--- src/rtl/irq_route_pkg.sv ---
package irq_route_pkg;
  localparam int IRQ_IN_N  = 2;
  localparam int IRQ_OUT_N = 8;
  localparam int DMA_CH_N  = 2;
  localparam int IRQ_SEL_W = (IRQ_OUT_N > 1) ? $clog2(IRQ_OUT_N) : 1;
  localparam int DMA_SEL_W = (DMA_CH_N > 1) ? $clog2(DMA_CH_N) : 1;

  typedef enum logic {
    MODE_DMA     = 1'b0,
    MODE_EXT_IRQ = 1'b1
  } busMode_e;

  typedef struct packed {
    busMode_e                               mode;
    logic [IRQ_IN_N-1:0]                    irqEn;
    logic [IRQ_IN_N-1:0][IRQ_SEL_W-1:0]     irqSel;
    logic [IRQ_OUT_N-1:0]                   openDrain;
    logic                                   dmaEn;
    logic [DMA_SEL_W-1:0]                   dmaSel;
  } routeCfg_t;

  typedef struct packed {
    logic [IRQ_IN_N-1:0][IRQ_OUT_N-1:0] route;
    logic [IRQ_OUT_N-1:0]               openDrain;
    logic [DMA_CH_N-1:0]                dmaCh;
  } routeStrobe_t;
endpackage

--- src/rtl/irq_route_ctrl.sv ---
module irq_route_ctrl
  import irq_route_pkg::*;
(
  input  logic         clk,
  input  logic         rstN,
  input  routeCfg_t    cfgIn,
  output routeStrobe_t strobe
);
  routeCfg_t cfgQ;
  logic [IRQ_IN_N-1:0][IRQ_OUT_N-1:0] routeMask;
  logic [DMA_CH_N-1:0] dmaMask;
  logic dmaLive;

  always_ff @(posedge clk or negedge rstN) begin
    if (!rstN) cfgQ <= '0;
    else       cfgQ <= cfgIn;
  end

  for (genvar s = 0; s < IRQ_IN_N; s++) begin : g_src
    logic srcLive;
    if (s == IRQ_IN_N - 1) begin : g_shared
      // last input doubles as the DMA request pin in DMA mode
      assign srcLive = cfgQ.irqEn[s] && (cfgQ.mode == MODE_EXT_IRQ);
    end else begin : g_plain
      assign srcLive = cfgQ.irqEn[s];
    end
    always_comb begin
      routeMask[s] = '0;
      for (int o = 0; o < IRQ_OUT_N; o++) begin
        if (srcLive && (cfgQ.irqSel[s] == IRQ_SEL_W'(o))) routeMask[s][o] = 1'b1;
      end
    end
  end

  assign dmaLive = cfgQ.dmaEn && (cfgQ.mode == MODE_DMA);

  for (genvar c = 0; c < DMA_CH_N; c++) begin : g_ch
    assign dmaMask[c] = dmaLive && (cfgQ.dmaSel == DMA_SEL_W'(c));
  end

  assign strobe = '{route: routeMask, openDrain: cfgQ.openDrain, dmaCh: dmaMask};
endmodule

--- src/rtl/irq_route_dp.sv ---
module irq_route_dp
  import irq_route_pkg::*;
(
  input  routeStrobe_t         strobe,
  input  logic [IRQ_IN_N-1:0]  localIrq,
  input  logic                 localDrq,
  input  logic [DMA_CH_N-1:0]  busDack,
  output logic [IRQ_OUT_N-1:0] busIrqVal,
  output logic [IRQ_OUT_N-1:0] busIrqOe,
  output logic [DMA_CH_N-1:0]  busDrq,
  output logic                 localDack
);
  for (genvar o = 0; o < IRQ_OUT_N; o++) begin : g_out
    logic level;
    logic routed;
    always_comb begin
      level  = 1'b0;
      routed = 1'b0;
      for (int s = 0; s < IRQ_IN_N; s++) begin
        routed = routed | strobe.route[s][o];
        level  = level | (strobe.route[s][o] & localIrq[s]);
      end
    end
    // open-drain: only pull low for an idle routed request, else release
    assign busIrqVal[o] = strobe.openDrain[o] ? 1'b0 : level;
    assign busIrqOe[o]  = strobe.openDrain[o] ? (routed & ~level) : 1'b1;
  end

  assign busDrq    = strobe.dmaCh & {DMA_CH_N{localDrq}};
  assign localDack = |(strobe.dmaCh & busDack);
endmodule

--- src/rtl/irq_dma_router.sv ---
module irq_dma_router
  import irq_route_pkg::*;
(
  input  logic                          clk,
  input  logic                          rstN,
  input  logic                          cfgMode,
  input  logic [IRQ_IN_N-1:0]           cfgIrqEn,
  input  logic [IRQ_IN_N*IRQ_SEL_W-1:0] cfgIrqSel,
  input  logic [IRQ_OUT_N-1:0]          cfgOpenDrain,
  input  logic                          cfgDmaEn,
  input  logic [DMA_SEL_W-1:0]          cfgDmaSel,
  input  logic [IRQ_IN_N-1:0]           localIrq,
  input  logic                          localDrq,
  input  logic [DMA_CH_N-1:0]           busDack,
  output logic [IRQ_OUT_N-1:0]          busIrqVal,
  output logic [IRQ_OUT_N-1:0]          busIrqOe,
  output logic [DMA_CH_N-1:0]           busDrq,
  output logic                          localDack
);
  routeCfg_t    cfgIn;
  routeStrobe_t strobe;

  always_comb begin
    cfgIn.mode      = busMode_e'(cfgMode);
    cfgIn.irqEn     = cfgIrqEn;
    cfgIn.openDrain = cfgOpenDrain;
    cfgIn.dmaEn     = cfgDmaEn;
    cfgIn.dmaSel    = cfgDmaSel;
    for (int s = 0; s < IRQ_IN_N; s++) cfgIn.irqSel[s] = cfgIrqSel[s*IRQ_SEL_W +: IRQ_SEL_W];
  end

  irq_route_ctrl i_ctrl (
    .clk    (clk),
    .rstN   (rstN),
    .cfgIn  (cfgIn),
    .strobe (strobe)
  );

  irq_route_dp i_dp (
    .strobe    (strobe),
    .localIrq  (localIrq),
    .localDrq  (localDrq),
    .busDack   (busDack),
    .busIrqVal (busIrqVal),
    .busIrqOe  (busIrqOe),
    .busDrq    (busDrq),
    .localDack (localDack)
  );
endmodule

--- config.mk ---
export PLATFORM = sky130hd
export DESIGN_NAME = irq_dma_router
export DESIGN_NICKNAME = d
export VERILOG_FILES = /design/src/rtl/irq_route_pkg.sv /design/src/rtl/irq_route_ctrl.sv /design/src/rtl/irq_route_dp.sv /design/src/rtl/irq_dma_router.sv
export SDC_FILE = /design/constraint.sdc
export NUM_CORES = 1
export LEC_CHECK = 0
export BUFFER_PORTS_ARGS = -buffer_cell sky130_fd_sc_hd__buf_2
export CAP_MARGIN = 20
export CORE_UTILIZATION = 30
export CTS_CLUSTER_DIAMETER = 60
export DETAILED_ROUTE_END_ITERATION = 8
export PLACE_DENSITY = 0.6
export REMOVE_ABC_BUFFERS = 1
export SETUP_SLACK_MARGIN = 0.02
export SYNTH_ARGS = -nofsm -noshare
export SYNTH_HDL_FRONTEND = slang
export SYNTH_SLANG_ARGS = --single-unit
--- constraint.sdc ---
create_clock -name clk -period 2 [get_ports clk]
set_clock_uncertainty 0.15 [all_clocks]
set_input_delay 0.4 -clock clk [delete_from_list [all_inputs] [get_ports clk]]
set_output_delay 0.4 -clock clk [all_outputs]
set_load 0.005 [all_outputs]
; ---- Word-level counts from Yosys, hierarchy flattened
; Index checks and enable logic that the tools add are counted.
[op_classes]
n_bitwise = 52
n_mux = 32
n_reduce_logical = 23
eq_ne = 14
[ops]
columns = cell, n
row1 = 2-to-1 mux 1 bit, 32
row2 = bitwise AND 1 bit, 24
row3 = == test 3 bit (second input constant), 8
row4 = logical AND 1 bit, 20
row5 = OR 1 bit, 16
row6 = == test 3 x 2 -> 1 bit (second input constant), 4
row7 = inverter 1 bit, 10
row8 = == test 3 x 1 -> 1 bit (second input constant), 2
row9 = logical NOT 3 bit, 2
row10 = bitwise AND 2 bit, 2
row11 = OR reduction 2 bit, 1
[totals]
word_cells = 128
ff_bits = 19
output_inout_bits = 19

; ---- Logic depth before layout (Yosys ltp)
; Gate-level depths: netlist (run 1).
[logic_depth]
word_depth = 8
ltp_mapped = 5

; ---- By module
; A second synthesis (run 1) with hierarchy kept.
[unflattened]
hier_cells = 92
hier_area_um2 = 949.7
[by_module_without_submodules]
columns = module, n_inst, area_per_inst_um2, cells_each
row1 = irq_route_ctrl, 1, 695.7, 55
row2 = irq_route_dp, 1, 254.0, 37

; ---- Worst setup path before layout (run 1)
; Ideal clock, no wire load.
[synth_path]
path_kind = input to output
start = in localIrq[0]
end = out busIrqOe[0]
setup_slack_ns = 0.255
required_time_ns = 1.450
arrival_ns = 1.195
n_path_buf = 2
path_stages = 5
path_cell_list = buf_6 > nor2b_4 > buf_6 > and2_1 > o311ai_1
[synth_via]
elab_chain_len = 5
[synth_lines]
columns = element, line_no
row1 = start: declaration, irq_dma_router.sv:12  ; input logic [IRQ_IN_N-1:0] localIrq,
row2 = bitwise AND 1 bit, irq_route_dp.sv:21  ; level = level | (strobe.route[s][o] & localIrq[s]);
row3 = OR 1 bit, irq_route_dp.sv:21
row4 = inverter 1 bit, irq_route_dp.sv:26  ; assign busIrqOe[o] = strobe.openDrain[o] ? (routed & ~level) : 1'b1;
row5 = bitwise AND 1 bit, irq_route_dp.sv:26
row6 = 2-to-1 mux 1 bit, irq_route_dp.sv:26
row7 = end: declaration, irq_dma_router.sv:16  ; output logic [IRQ_OUT_N-1:0] busIrqOe,
; No other way between the ends.

; ---- Worst setup path in the final report (run 1)
[layout_path]
start = reg i_ctrl.cfgQ[17] (netlist name)
end = out busIrqOe[7]
[layout_via]
elab_chain_len = 8
elab_cells_between_ends = 9
classes_between = mux (2) / bitwise (5) / reduce/logical (2)
[layout_lines]
columns = element, line_no
row1 = start: declaration, irq_route_ctrl.sv:9  ; routeCfg_t cfgQ;
row2 = start signal: assignment, irq_route_ctrl.sv:16  ; else cfgQ <= cfgIn;
row3 = logical AND 1 bit (*), irq_route_ctrl.sv:23  ; assign srcLive = cfgQ.irqEn[s] && (cfgQ.mode == MODE_EXT_IRQ);
row4 = logical AND 1 bit (*), irq_route_ctrl.sv:30  ; if (srcLive && (cfgQ.irqSel[s] == IRQ_SEL_W'(o))) routeMask[s][o] = 1'b1;
row5 = 2-to-1 mux 1 bit (*), irq_route_ctrl.sv:30
row6 = bitwise AND 1 bit, irq_route_dp.sv:21
row7 = OR 1 bit, irq_route_dp.sv:21
row8 = inverter 1 bit, irq_route_dp.sv:26
row9 = bitwise AND 1 bit (*), irq_route_dp.sv:26
row10 = 2-to-1 mux 1 bit (*), irq_route_dp.sv:26
; Every way passes the cells marked *; elsewhere a longest branch is shown, timed or not.

==> flow_summary_export.csv, run 1 <==
group,metric,value,unit
clock_tree,cts_tree,"built",
timing,fin_crit,2.13,ns
timing,timing.fmax,470,MHz
timing,finalHoldViolations,0,
clock_tree,clkTransAtPathRegs,0.10,ns
grt,grt_pass1_vias,898,
critical_path,cp.depth,4,
drt,vias,1049,
place,place_ws,0.111,ns
finish,num_antenna_cells,0,
place,io_buffers,44,
finish,drive_above_1_share,66.0,%
critical_path,crit_chain,"nand3_1 > o211a_1 > a211o_1 > buf_2",
critical_path,crit_type,"reg -> out",
logic_synthesis,synth-edff-count,0,
drt,drt_iter0_markers,37,
critical_path,path_delay_family,"compound AO/OA/AOI/OAI gates",
critical_path,cp.required,1.45,ns
critical_path,crit_buf_inv,1,
drt,drt-wirelength-per-cell,14.6,microns
place,gp_routability_congestion,0.834,
logic_synthesis,syn_area_per_cell,10.5,sq um
finish,syn2layout_area_growth,49.6,%
critical_path,cp-start-kind,"flip-flop",
power,power,0.000773,W
logic_synthesis,yosysUniqueCellTypes,33,
run_status,status,"finished with violations",
logic_synthesis,yosysSeqAreaShare,45.7,%
die,die-height,60.9,microns
power,power_density,496,mW/mm^2
timing,fin_setup_tns,-0.707,ns
power,irDropWorstVdd,0.000390,V
timing,rsz0062_at_grt,"yes",
timing,hold-worst-slack,0.0549,ns
die,coreArea,0.00334,sq mm
die,num_rows,21,
die,die_area,0.00371,sq mm
drt,ant_nets,0,
clock_tree,h-tree-depth,1,
grt,grt_start_max_net_pins,20,
critical_path,worstPathMaxFanout,5,
die,start_util,31.2,%
logic_synthesis,ys.flop_type,"dfrtp_1",
timing,slew_violations,0,
timing,finalCritPeriodShare,106,%
drt,wl,2940,microns
grt,grt_overflow,0,
run,maxCapViolCount,0,
logic_synthesis,postSynthCellCount,99,
critical_path,crit_slowest_cell,"dfrtp_1",
logic_synthesis,synth_seq_cells,19,
logic_synthesis,synthArstFlopShare,100,%
die,die_w,60.9,microns
clock_tree,cts.sinks,19,
finish,nets,183,
worst_hold_path,min_path_cells,1,
die,ioPinCount,45,
timing,finalSetupViolCount,13,
clock_tree,cts_root_buf,"clkbuf_4",
timing,max_slew.worst_pin.slew,0.417,ns
drt,via_per_inst,5.19,
power,power_leakage,0.690,nW
worst_hold_path,hold_path.class,"in -> reg",
logic_synthesis,syn-cell-area,0.00104,sq mm
critical_path,endpoint_kind,"primary output",
finish,utilization,46.7,%
critical_path,critical-path-max-stage-delay,0.43,ns
timing,slew_headroom,72.2,%
clock_tree,numCtsBuffers,3,
grt,grt_usage,15.3,%
place,post-dp-hpwl,1960,microns
clock_tree,clock_path_buffers,2,
critical_path,cp.arrival,1.58,ns
worst_hold_path,min_to,"i_ctrl.strobe[6]$_DFF_PN0_",
grt,grt_pass1_wl,4120,microns
run_status,violations,"setup timing",
logic_synthesis,ys_warn_count,0,
worst_hold_path,min_from,"cfgOpenDrain[4]",
drt,drt_pass1_iterations,6,
drt,drc,0,
timing,worst_slack,-0.126,ns
grt,antenna_found_initial,0,
Yosys cell counts, drive strengths merged (2+ instances only):
master   instances  area (sq um)
nand2            5          18.8
buf              6          55.1
nand4            3          18.8
and3             5          37.5
nor3b            3          27.5
nor2b            5          38.8
and3b            2          18.8
nand3           13          65.1
a211o            3          26.3
a21oi            8          40.0
dfrtp           19           475
o2111ai          2          17.5
nor2             3          11.3
nand2b           3          26.3
o211ai           6          45.0
o311ai           4          50.1
report_power, final:
group	total, W	switching [W]	internal (W)
clock	0.000190	0.000112	0.0000776
sequential	0.000426	0.0000216	0.000405
combinational	0.000156	0.0000769	0.0000796
total	0.000773	0.000211	0.000562
timing repair:
action / in CTS / in global routing
pin swaps: 9 / 13
gates resized for setup: 21 / 21
setup buffers: 8 / 4
hold buffers: 1 / 0
hold endpoints to repair: 19 / 0
endpoints found under the setup margin: 16 / 16
flip-flops by register name (all words and copies together) (netlist names):
signal	count
i_ctrl.cfgQ	11
i_ctrl.strobe	8
cell type report:
| class | instances | area, sq um |
|---|---|---|
| clock buffer | 4 | 26.3 |
| fill | 309 | 1780 |
| inverter | 1 | 3.75 |
| multi-input combinational | 73 | 643 |
| sequential | 19 | 483 |
| tap | 46 | 57.6 |
| timing repair buffer | 59 | 344 |
routing by layer:
metal / global-route usage (%) / wire, microns
met1: 21.1 / 1240
met2: 23.2 / 1470
met3: 3.62 / 183
met4: 6.17 / 46
met5: 0 / 0
stage by stage:
stage / area [sq um] / cells
after global routing: 1560 / 202
after CTS: 1450 / 198
after global placement: 1280 / 185
final: 1560 / 202
after detailed placement: 1280 / 185
after floorplan: 986 / 93
how the worst max path moves through the flow:
stage / from / endpoint / slack [ns]
after global placement: localIrq[0] / busIrqOe[4] / 0.11
after global routing: i_ctrl.cfgQ[13]$_DFF_PN0_ / busIrqOe[2] / -0.18
after CTS: i_ctrl.cfgQ[10]$_DFF_PN0_ / busIrqOe[2] / -0.09
final: i_ctrl.cfgQ[17]$_DFF_PN0_ / busIrqOe[7] / -0.13
after detailed placement: localIrq[0] / busIrqOe[0] / 0.11
after floorplan: i_ctrl.cfgQ[12]$_DFF_PN0_ / busIrqOe[3] / 0.37
cells by family after synthesis:
group	share of synthesized area, %
simple gates	28.5
buf+inv	5.65
mux	0.962
compound gates	19.2
flops	45.7
cells in the final DEF, fill, tap and decap left out, types with 2 or more instances in the layout:
cell,n
nand2_1,4
o211ai_1,6
buf_2,44
dfrtp_1,13
nand4_1,3
clkbuf_4,3
nand3_1,7
nor2b_2,2
o311ai_2,4
nand3_2,6
nor2b_4,3
buf_4,10
a211o_1,3
buf_6,3
a21oi_2,7
dfrtp_2,6
nor3b_1,2
and3b_2,2
and3_1,2
and3_4,3
Note: power is estimated with default switching activity, not from simulation.
==> inputs of run 2 (changes only) <==
Settings changed: BUFFER_PORTS_ARGS -buffer_cell sky130_fd_sc_hd__buf_2 to -buffer_cell sky130_fd_sc_hd__clkbuf_2, PLACE_DENSITY 0.6 to default.
==> run 2 against run 1 <==
Against the previous run: the flow still finishes with violations (setup timing); non-clock buffer count is 1 higher; highest routed layer unchanged; cell area about the same; sequential share of layout area hardly changed; flip-flop and latch count unchanged; clock power hardly changed; sequential power about the same; critical path type unchanged; critical path depth stayed put; combinational power barely moved; largest power group unchanged.
==> flow_summary_export.csv, run 2 (synthesis results as in run 1) <==
group,metric,value,unit
place,placed_cells,186,
grt,antenna_found_initial,0,
run_status,status,"finished with violations",
critical_path,cp.arrival,1.56,ns
clock_tree,h-tree-depth,1,
run_status,violations,"setup timing",
finish,syn2layout_area_growth,49.8,%
worst_hold_path,min_from,"cfgDmaSel",
power,swShare,26.9,%
drt,ant_nets,0,
grt,grt_pass1_vias,943,
clock_tree,clock_path_buffers,2,
clock_tree,cts_root_buf,"clkbuf_4",
timing,slew_headroom,69.4,%
place,io_buffers,44,
place,post-dp-hpwl,2010,microns
power,power_leakage,0.689,nW
timing,timing.fmax,473,MHz
finish,drive_above_1_share,66.2,%
timing,finalHoldViolations,0,
timing,rsz0062_at_grt,"yes",
power,p_clk_share,24.4,%
critical_path,cp-startpoint,"i_ctrl.cfgQ[13]$_DFF_PN0_",
die,die_area,0.00371,sq mm
power,net-switching-power,0.000208,W
timing,finalCritPeriodShare,106,%
clock_tree,numCtsBuffers,3,
finish,layout_commonest_cell,"clkbuf_2",
critical_path,worstPathMaxFanout,4,
finish,n_fill_cell,326,
finish,nets,184,
timing,finalSetupViolCount,12,
run,maxCapViolCount,0,
die,die_w,60.9,microns
grt,grt_usage,16.3,%
power,power,0.000771,W
die,num_rows,21,
timing,fin_crit,2.11,ns
power,irDropWorstVdd,0.000242,V
die,start_util,31.2,%
grt,grt_start_max_net_pins,20,
timing,max_slew.worst_pin.slew,0.459,ns
timing,slew_violations,0,
power,p_int,0.000564,W
drt,drt_pass1_iterations,4,
power,combPwrFrac,20.1,%
power,p_seq_share,55.5,%
clock_tree,cts.sinks,19,
drt,drt_iter0_markers,16,
critical_path,crit_chain,"and3b_2 > nand2b_4 > o311ai_2 > clkbuf_2",
grt,grt_overflow,0,
finish,instances_no_fill,203,
critical_path,cp.required,1.45,ns
die,ioPinCount,45,
critical_path,crit_type,"reg -> out",
finish,num_antenna_cells,0,
power,power_density,495,mW/mm^2
drt,vias,1021,
die,coreArea,0.00334,sq mm
clock_tree,cts_tree,"built",
drt,via_per_inst,5.03,
grt,grt_pass1_wl,4370,microns
finish,final_cell_mix,"clkbuf_2, buf_4, dfrtp_1",
finish,largest-register,"i_ctrl.cfgQ",
place,gp_routability_congestion,0.840,
finish,largest_reg_flops,11,
worst_hold_path,hold_path.class,"in -> reg",
worst_hold_path,min_to,"i_ctrl.cfgQ[0]$_DFF_PN0_",
drt,drt-wirelength-per-cell,14.1,microns
timing,worst_slack,-0.113,ns
worst_hold_path,min_path_cells,1,
critical_path,endpoint_kind,"primary output",
critical_path,cp-start-kind,"flip-flop",
drt,wl,2860,microns
drt,drc,0,
die,die-height,60.9,microns
critical_path,crit_slowest_cell,"dfrtp_1",
clock_tree,clkTransAtPathRegs,0.10,ns
critical_path,critical-path-max-stage-delay,0.41,ns
[run 2: cell types whose count changed in the layout (fill, tap and decap cells not counted), moves of 2 or more]
cell	change
clkbuf_2	+35
buf_6	-2
buf_4	+4
buf_2	-36
nand3_1	+2
nand3_2	-2
[run 2: area by class of cell]
cell class | count | area (sq um) | area share, %
inverter | 1 | 3.75 | 0.241
clock buffer | 4 | 26.3 | 1.69
multi-input combinational | 73 | 642 | 41.2
sequential | 19 | 483 | 31.0
timing repair buffer | 60 | 347 | 22.2
tap | 46 | 57.6 | 3.69
[run 2: what timing repair did]
item | in CTS | in global routing
gates resized for setup | 25 | 23
pin swaps | 9 | 10
endpoints found under the setup margin | 16 | 16
setup buffers | 8 | 4
endpoints found under the hold margin | 19 | 0
hold buffers | 1 | 0
[run 2: per-layer routing]
| layer | GRT usage [%] | vias to the layer above | wire (microns) |
|---|---|---|---|
| met5 | 0 | - | 0 |
| met4 | 5.84 | 0 | 46 |
| met3 | 2.99 | 4 | 163 |
| met2 | 25.6 | 41 | 1430 |
| met1 | 22.4 | 485 | 1220 |
| li1 | - | 491 | - |
[run 2: worst max path at each step]
| stage | endpoint |
|---|---|
| after floorplan | busIrqOe[3] |
| after global placement | busIrqOe[6] |
| after detailed placement | busIrqOe[6] |
| after CTS | busIrqOe[4] |
| after global routing | busIrqOe[2] |
| final | busIrqOe[2] |
[run 2: per-stage QoR]
| stage | hold WS, ns | worst slack, ns | setup TNS (ns) | util (%) | cell area [sq um] |
|---|---|---|---|---|---|
| 2_1_floorplan | -0.0456 | 0.370 | 0 | - | 986 |
| 3_3_place_gp | 0.218 | 0.117 | 0 | 38.5 | 1290 |
| 3_5_place_dp | 0.226 | 0.0614 | 0 | 38.5 | 1290 |
| 4_1_cts | 0.0452 | -0.106 | -0.716 | 44.1 | 1470 |
| 5_1_grt | 0.0322 | -0.177 | -1.79 | 46.7 | 1560 |
| 6_report | 0.0519 | -0.113 | -0.684 | 46.7 | 1560 |
[run 2: power by group through the flow]
stage	combinational, W	sequential (W)	clock [W]
5_1_grt	0.000170	0.000431	0.000214
3_5_place_dp	0.000114	0.000433	0
4_1_cts	0.000142	0.000425	0.000197
3_3_place_gp	0.000112	0.000431	0
2_1_floorplan	0.0000495	0.000427	0
6_report	0.000155	0.000428	0.000188
[run 2: worst max-delay path: cells and delay by family, from the launching register on]
kind | cells | cell delay [ns]
flip-flops | 1 | 0.41
AND/OR/NAND/NOR | 2 | 0.42
AO/OA/AOI/OAI | 1 | 0.28
buffers and inverters | 1 | 0.16
==> inputs of run 3 (changes only) <==
Settings changed: CORE_UTILIZATION 30 to 40, GPL_TIMING_DRIVEN from default to 0, MAX_ROUTING_LAYER from default to met4, PLACE_DENSITY from default to 0.69.
==> run 3 against run 2 <==
Against the previous run: cell count down 7.4%; sequential power about the same; non-clock buffer count up 1; the run still ends with setup timing left; combinational power up 3%; die area down 24%; fmax about the same; sequential share of layout area unchanged; global-route usage up 3.8 points; flip-flop and latch count unchanged; routed wire length up 4.1%.
==> flow_summary_export.csv, run 3 (synthesis results as in run 1) <==
group,metric,value,unit
clock_tree,cts.sinks,19,
die,coreArea,0.00248,sq mm
grt,grt_overflow,0,
power,power_leakage,0.690,nW
power,p_int,0.000565,W
timing,finalHoldViolations,0,
timing,max_slew.worst_pin.slew,0.434,ns
die,die-height,53.0,microns
timing,rsz0062_at_grt,"yes",
timing,finalCritPeriodShare,106,%
grt,grt_start_max_net_pins,20,
grt,grt_pass1_wl,3880,microns
critical_path,cp.arrival,1.56,ns
grt,grt_usage,20.0,%
die,start_util,42.0,%
timing,hold-worst-slack,0.0592,ns
place,gp_routability_congestion,0.819,
power,irDropWorstVdd,0.000434,V
critical_path,worstPathMaxFanout,7,
finish,largest-register,"i_ctrl.cfgQ",
critical_path,critical-path-max-stage-delay,0.49,ns
power,power_density,495,mW/mm^2
drt,drt-wirelength-per-cell,15.8,microns
power,p_seq_share,55.8,%
finish,syn2layout_area_growth,49.8,%
worst_hold_path,min_path_cells,1,
drt,drt_iter0_markers,29,
finish,final_cell_mix,"clkbuf_2, dfrtp_1, buf_4",
power,net-switching-power,0.000207,W
clock_tree,numCtsBuffers,3,
place,placed_area,0.00124,sq mm
die,die_w,53.0,microns
finish,design_area,0.00156,sq mm
clock_tree,clkTransAtPathRegs,0.09,ns
finish,nets,185,
critical_path,cp.required,1.45,ns
die,die_area,0.00281,sq mm
power,power,0.000772,W
power,combPwrFrac,20.7,%
power,p_clk_share,23.5,%
run,maxCapViolCount,0,
finish,drive_above_1_share,66.5,%
drt,vias,1056,
clock_tree,cts_tree,"built",
grt,antenna_found_initial,0,
timing,slew_violations,0,
clock_tree,cts_root_buf,"clkbuf_4",
die,num_rows,18,
drt,ant_nets,0,
finish,num_antenna_cells,0,
timing,fin_crit,2.11,ns
place,post-dp-hpwl,1830,microns
critical_path,crit_type,"reg -> out",
critical_path,crit_slowest_cell,"dfrtp_2",
critical_path,cp-start-kind,"flip-flop",
timing,timing.fmax,474,MHz
drt,drc,0,
timing,fin_setup_tns,-0.709,ns
critical_path,crit_chain,"or2_4 > o211ai_1 > o311ai_2 > clkbuf_2",
place,io_buffers,44,
power,swShare,26.8,%
drt,drt_pass1_iterations,5,
critical_path,endpoint_kind,"primary output",
critical_path,crit_buf_inv,1,
grt,grt_pass1_vias,882,
drt,wl,2980,microns
worst_hold_path,hold_path.class,"in -> reg",
run_status,violations,"setup timing",
die,ioPinCount,45,
finish,largest_reg_flops,11,
clock_tree,clock_path_buffers,2,
timing,finalSetupViolCount,13,
critical_path,cp.depth,4,
finish,layout_commonest_cell,"clkbuf_2",
drt,via_per_inst,5.62,
critical_path,path_delay_family,"flip-flops",
timing,slew_headroom,71.1,%
finish,utilization,62.9,%
run_status,status,"finished with violations",
clock_tree,h-tree-depth,1,
timing,worst_slack,-0.111,ns
run 3: cell count changes in the layout (fill, tap and decap cells not counted), sizes merged:
| cell | change |
|---|---|
| buf | -2 |
| clkbuf | +3 |
run 3: layer usage:
metal | share of wire, % | up-vias | track usage [%]
met2 | 53 | 48 | 33.3
li1 | - | 495 | -
met3 | 4.9 | 4 | 3.16
met5 | 0 | - | -
met4 | 1.4 | 0 | 8.77
met1 | 41 | 509 | 23.9
run 3: area by class of cell:
class                           count  area [sq um]
Clock buffer                        4          26.3
Fill cell                         222           918
Inverter                            1          3.75
Multi-Input combinational cell     73           651
Sequential cell                    19           483
Tap cell                           30          37.5
Timing Repair Buffer               61           358
run 3: path summary, 6_finish.rpt:
check                                           from                         end  slack [ns]
min in group asynchronous                       rstN  i_ctrl.strobe[9]$_DFF_PN0_        0.42
hold / removal                       cfgOpenDrain[5]  i_ctrl.strobe[7]$_DFF_PN0_        0.06
setup / recovery           i_ctrl.cfgQ[14]$_DFF_PN0_                 busIrqOe[0]       -0.11
max in group asynchronous                       rstN   i_ctrl.cfgQ[11]$_DFF_PN0_        0.95
run 3: power by group through the flow:
stage | logic, W | registers, W | clock network, W
floorplan | 0.0000495 | 0.000427 | 0
global placement | 0.000104 | 0.000432 | 0
detailed placement | 0.000107 | 0.000434 | 0
CTS | 0.000139 | 0.000427 | 0.000191
global route | 0.000172 | 0.000433 | 0.000214
finish | 0.000160 | 0.000431 | 0.000182
run 3: metrics by stage:
step / cells / setup WS, ns
finish: 188 / -0.111
global route: 188 / -0.206
CTS: 183 / -0.0886
detailed placement: 167 / 0.0465
global placement: 167 / 0.0691
floorplan: 93 / 0.370
run 3: what timing repair did:
action	4_1_cts	5_1_grt
hold buffers	1	0
hold endpoints to repair	19	0
cloned	0	0
endpoints found under the setup margin	16	16
setup buffers	11	5
pin swaps	11	13
gates resized for setup	26	23
